==> src/rtl/frame_seq_pkg.sv <==
// Shared types and field positions for the frame sequencer.
// Assumes a single 32-bit control/status word on the host side.
package frame_seq_pkg;

    typedef enum logic [2:0] {
        ST_IDLE     = 3'd0,
        ST_WAIT_SOF = 3'd1,
        ST_CAPTURE  = 3'd2,
        ST_THRESH   = 3'd3,
        ST_FILTER   = 3'd4,
        ST_DMA      = 3'd5,
        ST_DONE     = 3'd6
    } seq_state_e;

    localparam int REG_W      = 32;
    localparam int CTL_REQ    = 0;
    localparam int STS_REQ    = 0;
    localparam int STS_BUSY   = 1;
    localparam int STS_DONE   = 2;

    localparam int GRANT_N    = 2;
    localparam int GNT_THRESH = 0;
    localparam int GNT_FILTER = 1;

    // State that owns a given mask memory grant line.
    function automatic seq_state_e grant_owner(input int idx);
        return (idx == GNT_THRESH) ? ST_THRESH : ST_FILTER;
    endfunction

endpackage

==> src/rtl/frame_seq_host_if.sv <==
// Host register port: keeps the request flag and assembles the status word.
// Assumes one write-only control field and a read-only status view.
// A set of the request is taken only while idle; a clear is always taken.
module frame_seq_host_if
    import frame_seq_pkg::*;
(
    input  logic             clk,
    input  logic             rst_n,
    input  logic             wr_en,
    input  logic             wr_req_bit,
    input  logic             idle,
    input  logic             busy,
    input  logic             done,
    output logic             req,
    output logic [REG_W-1:0] rdata
);

    // Request flag: set only from idle, cleared at any time.
    always_ff @(posedge clk) begin
        if (!rst_n) begin
            req <= 1'b0;
        end else if (wr_en) begin
            if (wr_req_bit) begin
                if (idle) begin
                    req <= 1'b1;
                end
            end else begin
                req <= 1'b0;
            end
        end
    end

    // Status word assembly, unused bits held at zero.
    always_comb begin
        rdata           = '0;
        rdata[STS_REQ]  = req;
        rdata[STS_BUSY] = busy;
        rdata[STS_DONE] = done;
    end

endmodule

==> src/rtl/frame_seq_fsm.sv <==
// Sequencing state machine: capture, threshold, filter, transfer, done.
// Assumes done strobes and frame markers are synchronous single-cycle pulses.
// Start and ready pulses are registered on entry to their state.
module frame_seq_fsm
    import frame_seq_pkg::*;
(
    input  logic       clk,
    input  logic       rst_n,
    input  logic       req,
    input  logic       sof,
    input  logic       eof,
    input  logic       thr_done,
    input  logic       flt_done,
    input  logic       dma_done,
    output seq_state_e state,
    output logic       cap_begin,
    output logic       cap_open,
    output logic       thr_start,
    output logic       flt_start,
    output logic       dma_start,
    output logic       ready_pulse
);

    seq_state_e state_d;

    // Next-state selection; strobes outside their state are ignored.
    always_comb begin
        state_d = state;
        unique case (state)
            ST_IDLE:     if (req)      state_d = ST_WAIT_SOF;
            ST_WAIT_SOF: if (sof)      state_d = ST_CAPTURE;
            ST_CAPTURE:  if (eof)      state_d = ST_THRESH;
            ST_THRESH:   if (thr_done) state_d = ST_FILTER;
            ST_FILTER:   if (flt_done) state_d = ST_DMA;
            ST_DMA:      if (dma_done) state_d = ST_DONE;
            ST_DONE:     if (!req)     state_d = ST_IDLE;
            default:                   state_d = ST_IDLE;
        endcase
    end

    // State register.
    always_ff @(posedge clk) begin
        if (!rst_n) begin
            state <= ST_IDLE;
        end else begin
            state <= state_d;
        end
    end

    // Entry pulses for the stage starts and the completion marker.
    always_ff @(posedge clk) begin
        if (!rst_n) begin
            thr_start   <= 1'b0;
            flt_start   <= 1'b0;
            dma_start   <= 1'b0;
            ready_pulse <= 1'b0;
        end else begin
            thr_start   <= (state_d == ST_THRESH) && (state != ST_THRESH);
            flt_start   <= (state_d == ST_FILTER) && (state != ST_FILTER);
            dma_start   <= (state_d == ST_DMA)    && (state != ST_DMA);
            ready_pulse <= (state_d == ST_DONE)   && (state != ST_DONE);
        end
    end

    // Capture window flags for the frame buffer address logic.
    always_comb begin
        cap_begin = (state == ST_WAIT_SOF) && sof;
        cap_open  = (state == ST_CAPTURE);
    end

endmodule

==> src/rtl/frame_seq_fb_addr.sv <==
// Frame buffer write control: pixel counter with a hard stop at frame size.
// Assumes the counter is cleared when capture opens and is only advanced
// by accepted pixels; excess pixels of an oversize frame are dropped.
module frame_seq_fb_addr #(
    parameter int FRAME_PIXELS = 307200,
    localparam int CNT_W  = $clog2(FRAME_PIXELS + 1),
    localparam int ADDR_W = $clog2(FRAME_PIXELS)
) (
    input  logic              clk,
    input  logic              rst_n,
    input  logic              clear,
    input  logic              open,
    input  logic              pix_valid,
    output logic              wr_en,
    output logic [ADDR_W-1:0] addr
);

    localparam logic [CNT_W-1:0] LIMIT = CNT_W'(FRAME_PIXELS);

    logic [CNT_W-1:0] count;
    logic             full;

    // Write gate: open window, pixel present, frame not yet full.
    always_comb begin
        full  = (count == LIMIT);
        wr_en = open && pix_valid && !full;
        addr  = count[ADDR_W-1:0];
    end

    // Pixel counter, cleared at start of capture.
    always_ff @(posedge clk) begin
        if (!rst_n) begin
            count <= '0;
        end else if (clear) begin
            count <= '0;
        end else if (wr_en) begin
            count <= count + 1'b1;
        end
    end

endmodule

==> src/rtl/frame_seq_mask_arb.sv <==
// Mask memory ownership decode: one grant line per stage, from the state.
// Assumes each grant line belongs to exactly one distinct state.
module frame_seq_mask_arb
    import frame_seq_pkg::*;
(
    input  seq_state_e         state,
    output logic [GRANT_N-1:0] grant
);

    // One grant line per stage.
    for (genvar g = 0; g < GRANT_N; g++) begin : g_grant
        assign grant[g] = (state == grant_owner(g));
    end

endmodule

==> src/rtl/frame_seq_top.sv <==
// Top of the frame sequencer: host handshake, capture window, stage
// sequencing and mask memory ownership.
// Assumes all inputs are synchronous to clk; synchronous active-low reset.
module frame_seq_top
    import frame_seq_pkg::*;
#(
    parameter int FRAME_PIXELS = 307200,
    localparam int ADDR_W = $clog2(FRAME_PIXELS)
) (
    input  logic              clk,
    input  logic              rst_n,
    input  logic              host_wr_en,
    input  logic [31:0]       host_wdata,
    output logic [31:0]       host_rdata,
    input  logic              cam_sof,
    input  logic              cam_eof,
    input  logic              cam_pix_valid,
    output logic              fb_wr_en,
    output logic [ADDR_W-1:0] fb_wr_addr,
    output logic [1:0]        mask_grant,
    output logic              thr_start,
    input  logic              thr_done,
    output logic              flt_start,
    input  logic              flt_done,
    output logic              dma_start,
    input  logic              dma_done,
    output logic              frame_ready
);

    seq_state_e state;
    logic       req;
    logic       idle;
    logic       busy;
    logic       done;
    logic       cap_begin;
    logic       cap_open;
    logic       unused_wdata;

    // Status decode from the state.
    always_comb begin
        idle         = (state == ST_IDLE);
        done         = (state == ST_DONE);
        busy         = !idle && !done;
        unused_wdata = ^host_wdata[REG_W-1:1];
    end

    frame_seq_host_if u_host (
        .clk        (clk),
        .rst_n      (rst_n),
        .wr_en      (host_wr_en),
        .wr_req_bit (host_wdata[CTL_REQ]),
        .idle       (idle),
        .busy       (busy),
        .done       (done),
        .req        (req),
        .rdata      (host_rdata)
    );

    frame_seq_fsm u_fsm (
        .clk         (clk),
        .rst_n       (rst_n),
        .req         (req),
        .sof         (cam_sof),
        .eof         (cam_eof),
        .thr_done    (thr_done),
        .flt_done    (flt_done),
        .dma_done    (dma_done),
        .state       (state),
        .cap_begin   (cap_begin),
        .cap_open    (cap_open),
        .thr_start   (thr_start),
        .flt_start   (flt_start),
        .dma_start   (dma_start),
        .ready_pulse (frame_ready)
    );

    frame_seq_fb_addr #(
        .FRAME_PIXELS (FRAME_PIXELS)
    ) u_fb (
        .clk       (clk),
        .rst_n     (rst_n),
        .clear     (cap_begin),
        .open      (cap_open),
        .pix_valid (cam_pix_valid),
        .wr_en     (fb_wr_en),
        .addr      (fb_wr_addr)
    );

    frame_seq_mask_arb u_arb (
        .state (state),
        .grant (mask_grant)
    );

endmodule

==> config.mk <==
export PLATFORM = sky130hd
export DESIGN_NAME = frame_seq_top
export DESIGN_NICKNAME = d
export VERILOG_FILES = /design/src/rtl/frame_seq_pkg.sv /design/src/rtl/frame_seq_host_if.sv /design/src/rtl/frame_seq_fsm.sv /design/src/rtl/frame_seq_fb_addr.sv /design/src/rtl/frame_seq_mask_arb.sv /design/src/rtl/frame_seq_top.sv
export SDC_FILE = /design/constraint.sdc
export NUM_CORES = 1
export LEC_CHECK = 0
export BUFFER_PORTS_ARGS = -buffer_cell sky130_fd_sc_hd__buf_2
export CORE_ASPECT_RATIO = 1.5
export CORE_MARGIN = 4
export CORE_UTILIZATION = 45
export CTS_BUF_LIST = sky130_fd_sc_hd__clkbuf_8
export DETAILED_ROUTE_END_ITERATION = 7
export PLACE_DENSITY = 0.82
export SLEW_MARGIN = 20
export SYNTH_ARGS = -nofsm -noshare
export SYNTH_HDL_FRONTEND = slang
export SYNTH_SLANG_ARGS = --single-unit
==> constraint.sdc <==
create_clock -name clk -period 2.1 [get_ports clk]
set_input_delay 0.315 -clock clk [delete_from_list [all_inputs] [get_ports clk]]
set_output_delay 0.315 -clock clk [all_outputs]
set_load 0.03 [all_outputs]
After elaboration in Yosys (flattened, before gate mapping)

Index checks and enable logic that the tools add are counted.

Add/subtract/negate cells: 1
Shift-type cells: 0
$mul: 0
$lt $le $gt $ge: 0
Muxes and demuxes: 10
Eq/ne operators: 16
Reduce and logical (&&, ||, !) cells: 14
Bitwise gates (word level): 1
Div/mod/pow operators: 0

Operator list:

| cell                                                  | count |
|---|---|
| two-way mux 3 bit                                     | 7 |
| one-hot mux 3 bit (7 select lines)                    | 1 |
| adder 19 x 1 -> 19 bit, second input constant         | 1 |
| == test 19 bit, second input constant                 | 1 |
| == test 3 bit, second input constant                  | 6 |
| == test 3 x 2 -> 1 bit, second input constant         | 3 |
| inequality test 3 bit, second input constant          | 3 |
| logical AND 1 bit                                     | 8 |
| == test 3 x 1 -> 1 bit, second input constant         | 1 |
| logical NOT 1 bit                                     | 3 |
| logical NOT 3 bit                                     | 1 |
| inequality test 3 x 2 -> 1 bit, second input constant | 1 |
| two-way mux 1 bit                                     | 2 |
| inequality test 2 x 1 -> 1 bit, second input constant | 1 |
| AND reduction 2 bit                                   | 1 |
| OR reduction 2 bit                                    | 1 |
| NOT 1 bit                                             | 1 |

Bits of input ports: 41
Bits in read-only memories: 0
Logic and storage cells: 49
Memories: 0
Output and inout bits: 58
Latch bits: 0
Flip-flop bits (word level): 27
Memory bits (writable): 0

Longest topological paths before layout

Depth in word-level cells: 4
Depth in mapped cells: 6
Gate-level depth less buffers: 6

Hierarchy

From an unflattened synthesis, not the netlist that was laid out.

Cells, all modules: 202
Area, all modules: 1,746.7 µm²

Modules (own cells, without submodules):

| module             | cells an instance | instances | area each (µm²) | sequential area each (µm²) |
|---|---|---|---|---|
| frame_seq_fb_addr  | 119               | 1         | 1,011.0         | 380.4 |
| frame_seq_fsm      | 40                | 1         | 389.1           | 140.1 |
| frame_seq_host_if  | 37                | 1         | 295.3           | 20.0 |
| frame_seq_top      | 4                 | 1         | 30.0            | 0.0 |
| frame_seq_mask_arb | 2                 | 1         | 21.3            | 0.0 |

Worst setup path after synthesis

OpenSTA, ideal clock, no wires.

Path kind: register to output
Start point: register u_fb.count[0], in the netlist u_fb.addr[0]
End point: output fb_wr_en
Arrival: 1,821 ps
Buffers on the path: 0
Cell stages (with the launch flop): 6
Path slack: -36 ps
Data required time: 1,785 ps
Cell sequence: dfxtp_1 inv_1 ha_1 nor4bb_1 and3_1 a21oi_1

Word-level cells in the longest chain between the ends: 3

Ends and longest elaborated chain:

| element                | RTL line                | text |
|---|---|---|
| start, declared        | frame_seq_fb_addr.sv:20 | `logic [CNT_W-1:0] count;` |
| start signal, assigned | frame_seq_fb_addr.sv:37 | `count <= count + 1'b1;` |
| == test 19 bit         | frame_seq_fb_addr.sv:25 | `full = (count == LIMIT);` |
| logical NOT 1 bit      | frame_seq_fb_addr.sv:26 | `wr_en = open && pix_valid && !full;` |
| logical AND 1 bit      | frame_seq_fb_addr.sv:26 |  |
| end, declared          | frame_seq_top.sv:18     | `output logic fb_wr_en,` |

Every way passes these cells.

Worst setup path in the final report

Start point: register u_fb.count[1], in the netlist u_fb.addr[1]
End point: output fb_wr_en

The elaborated chain is that of the path after synthesis.

==> flow_summary_export.csv <==
group,metric,value,unit
status,outcome,"completed",
detailed_routing,drt_iter0_drc,33,
pwr,ir_worst_vdd,0.000370,V
detailed_routing,drc,0,
place,place_congestion,0.742,
detailed_routing,wl,3540,µm
clock_tree,clk_latency,0.28,ns
clock_tree,cts-root-buf,"clkbuf_8",
final_layout,fin_util,51.0,%
place,portBuffers,38,
timing,setup_viol,0,
synth,syn_area,1710,µm²
critical_path,start_kind,"flip-flop",
timing,finalSetupTns,0,ns
synth,ys_seq_area_share,31.7,%
detailed_routing,firstDrtPassIters,4,
global_route,grt.total_usage,13.9,%
floorplan,core,3680,µm²
synth,synth_edf_count,0,
timing,hold_viol_final,0,
detailed_routing,wl_per_cell,12.6,µm
synth,yosysMostFrequentCell,"buf_4",
pwr,p_leak,0.797,nW
global_route,first_global_vias,1267,
clock_tree,clk_path_buf_depth,2,
pwr,combPwrFrac,16.7,%
floorplan,boundaryPins,99,
critical_path,path_buf_inv,2,
pwr,clkPwrFrac,30.1,%
hold_path,hold_end,"u_host.req",
timing,period_share,94.5,%
hold_path,min_path_cells,3,
hold_path,hold_start,"host_wdata[0]",
synth,synth_top_area_cell,"dfxtp_1",
global_route,antenna_found_initial,0,
clock_tree,h-tree-depth,1,
critical_path,crit_path_end_kind,"output port",
clock_tree,clkTransAtPathRegs,0.09,ns
synth,yosys_register_bits,27,
synth,yosysWarnings,0,
timing,drv_slew,0,
place,pre_cts_slack,0.288,ns
pwr,switching_share,30.5,%
critical_path,crit_family,"simple AND/OR/NAND/NOR gates",
synth,yosys.area.top_type_share,31.7,%
clock_tree,cts_sinks,27,
critical_path,r2r_end,"u_fb.addr[13]",
critical_path,crit_chain,"inv_1 > ha_1 > nor4bb_1 > and3_1 > a21oi_4 > buf_4",
synth,yosysUniqueCellTypes,42,
timing,timing.fmax,0.504,GHz
synth,syn_inst,204,
timing,skew,0.00269,ns
floorplan,die_y,83.4,µm
floorplan,die_w,58.3,µm
final_layout,area_growth,10.0,%
critical_path,cp.arrival,1.67,ns
final_layout,drive_gt1_share,21.8,%
final_layout,fin_nets,283,
critical_path,cpPeakStageDelay,0.36,ns
pwr,p_int,0.000690,W
place,post-dp-hpwl,2700,µm
clock_tree,cts_tree,"built",
detailed_routing,ant_nets,0,
global_route,grt_pass1_wl,5490,µm
final_layout,antennaDiodeCount,0,
floorplan,dieArea,4860,µm²
timing,worst_slack,0.115,ns
pwr,power.density,529,nW/µm²
critical_path,r2r_cells,5,
clock_tree,ctsHoldBuffers,0,
critical_path,crit_required,1.78,ns
critical_path,worstReg2RegStart,"u_fb.addr[3]",
floorplan,initial_core_util,46.3,%
synth,avgSynthCellArea,8.37,µm²
global_route,gr-total-overflow,0,
timing,timing.final.crit_period,1.98,ns
job,maxCapViolations,0,
synth,synth_flop_cell,"dfxtp_1",
critical_path,crit_slowest_cell,"dfxtp_2",
pwr,p_switching,0.000303,W
synth,synthArstFlopShare,0,%
clock_tree,post-cts-setup-buffers,0,
critical_path,path_depth,6,
pwr,seq_power_share,53.2,%
critical_path,criticalPathCategory,"flip-flop to output port",
synth,synth_commonest_cells,"32 x buf_4, 27 x dfxtp_1, 17 x a21oi_1, 15 x nand2_1",
clock_tree,numCtsBuffers,3,
synth,synth_area_leaders,"dfxtp_1 32%, buf_4 14%, a21oi_1 5.0%",
hold_path,hold_class,"input port to flip-flop",
critical_path,path_max_fanout,6,
detailed_routing,vias_per_cell,5.30,
global_route,grt_max_degree,21,
timing,rsz0062_at_grt,"no",
critical_path,r2r_slack,0.36,ns
pwr,finalPower,0.000993,W
floorplan,row_count,27,
detailed_routing,vias,1496,
[state kept, by name (all words and copies together) (netlist names)]
name               count
u_fb.addr             19
u_fsm.state            3
u_fsm.dma_start        1
u_fsm.flt_start        1
u_fsm.ready_pulse      1
u_fsm.thr_start        1
u_host.req             1
[worst reg2reg max path: stages (launching register included)]
cell and delay [ns]:
dfxtp_1 0.44, and3_1 0.26, nand4_1 0.11, buf_4 0.21, or4_1 0.51, a21oi_1 0.16
[cells by family (layout without fill, tap and decap cells)]
kind of cell	Yosys count	in the layout	share of synthesized area [%]
adder cells (fa/ha/maj)	2	2	1.47
XOR/XNOR	3	3	1.54
flip-flops	27	27	31.7
multiplexers	7	7	4.11
buffers and inverters	45	52	17.5
other	1	29	0.220
AO/OA/AOI/OAI	41	41	14.9
AND/OR/NAND/NOR	78	78	28.6
[layer usage]
metal  vias to the layer above  share of wire, %  track usage [%]
li1                        747                 -                -
met1                       685                39             15.4
met2                        57                51             24.5
met3                         7               8.3             3.11
met4                         0               1.9             5.70
met5                         -                 0                0
[how the worst max path moves through the flow]
| stage | slack [ns] | end | start |
|---|---|---|---|
| final | 0.12 | fb_wr_en | u_fb.addr[1] |
| after global routing | 0.02 | fb_wr_en | u_fb.addr[0] |
| after CTS | 0.003 | fb_wr_en | u_fb.addr[1] |
| after detailed placement | 0.29 | fb_wr_en | u_fb.addr[1] |
| after global placement | 0.32 | fb_wr_en | u_fb.addr[1] |
| after floorplan | 0.17 | fb_wr_en | u_fb.addr[0] |
[cell usage in the layout, fill, tap and decap left out, drive strengths merged, types with 7 or more instances in the layout]
cell,Yosys,routed
nand3,10,10
dfxtp,27,27
nand2,15,15
or4,9,9
o31ai,9,9
a21oi,17,17
buf,35,43
conb,1,29
mux2i,7,7
[power groups by stage]
stage,Clock (W),Sequential [W],Combinational [W]
global placement,0,0.000540,0.000162
detailed placement,0,0.000540,0.000164
global route,0.000323,0.000530,0.000179
CTS,0.000305,0.000528,0.000165
floorplan,0,0.000537,0.000185
finish,0.000299,0.000528,0.000166
[final cells by class]
cell class | count | area (µm²)
fill | 351 | 1800
multi-input combinational | 160 | 988
sequential | 27 | 542
timing repair buffer | 43 | 230
tap | 43 | 53.8
clock buffer | 3 | 41.3
inverter | 5 | 18.8
clock inverter | 1 | 3.75
[per-stage QoR]
stage          hold WS, ns  instance area, µm²  instances
2_1_floorplan        0.437                1820        232
3_3_place_gp         0.488                1820        278
3_5_place_dp         0.498                1820        278
4_1_cts              0.280                1860        282
5_1_grt              0.308                1880        282
6_report             0.276                1880        282
[timing repair]
action,in CTS,in global routing
gates resized for setup,1,3
setup endpoints to repair,1,1
endpoints found under the hold margin,0,0
Power figures use the tool's default switching activity.
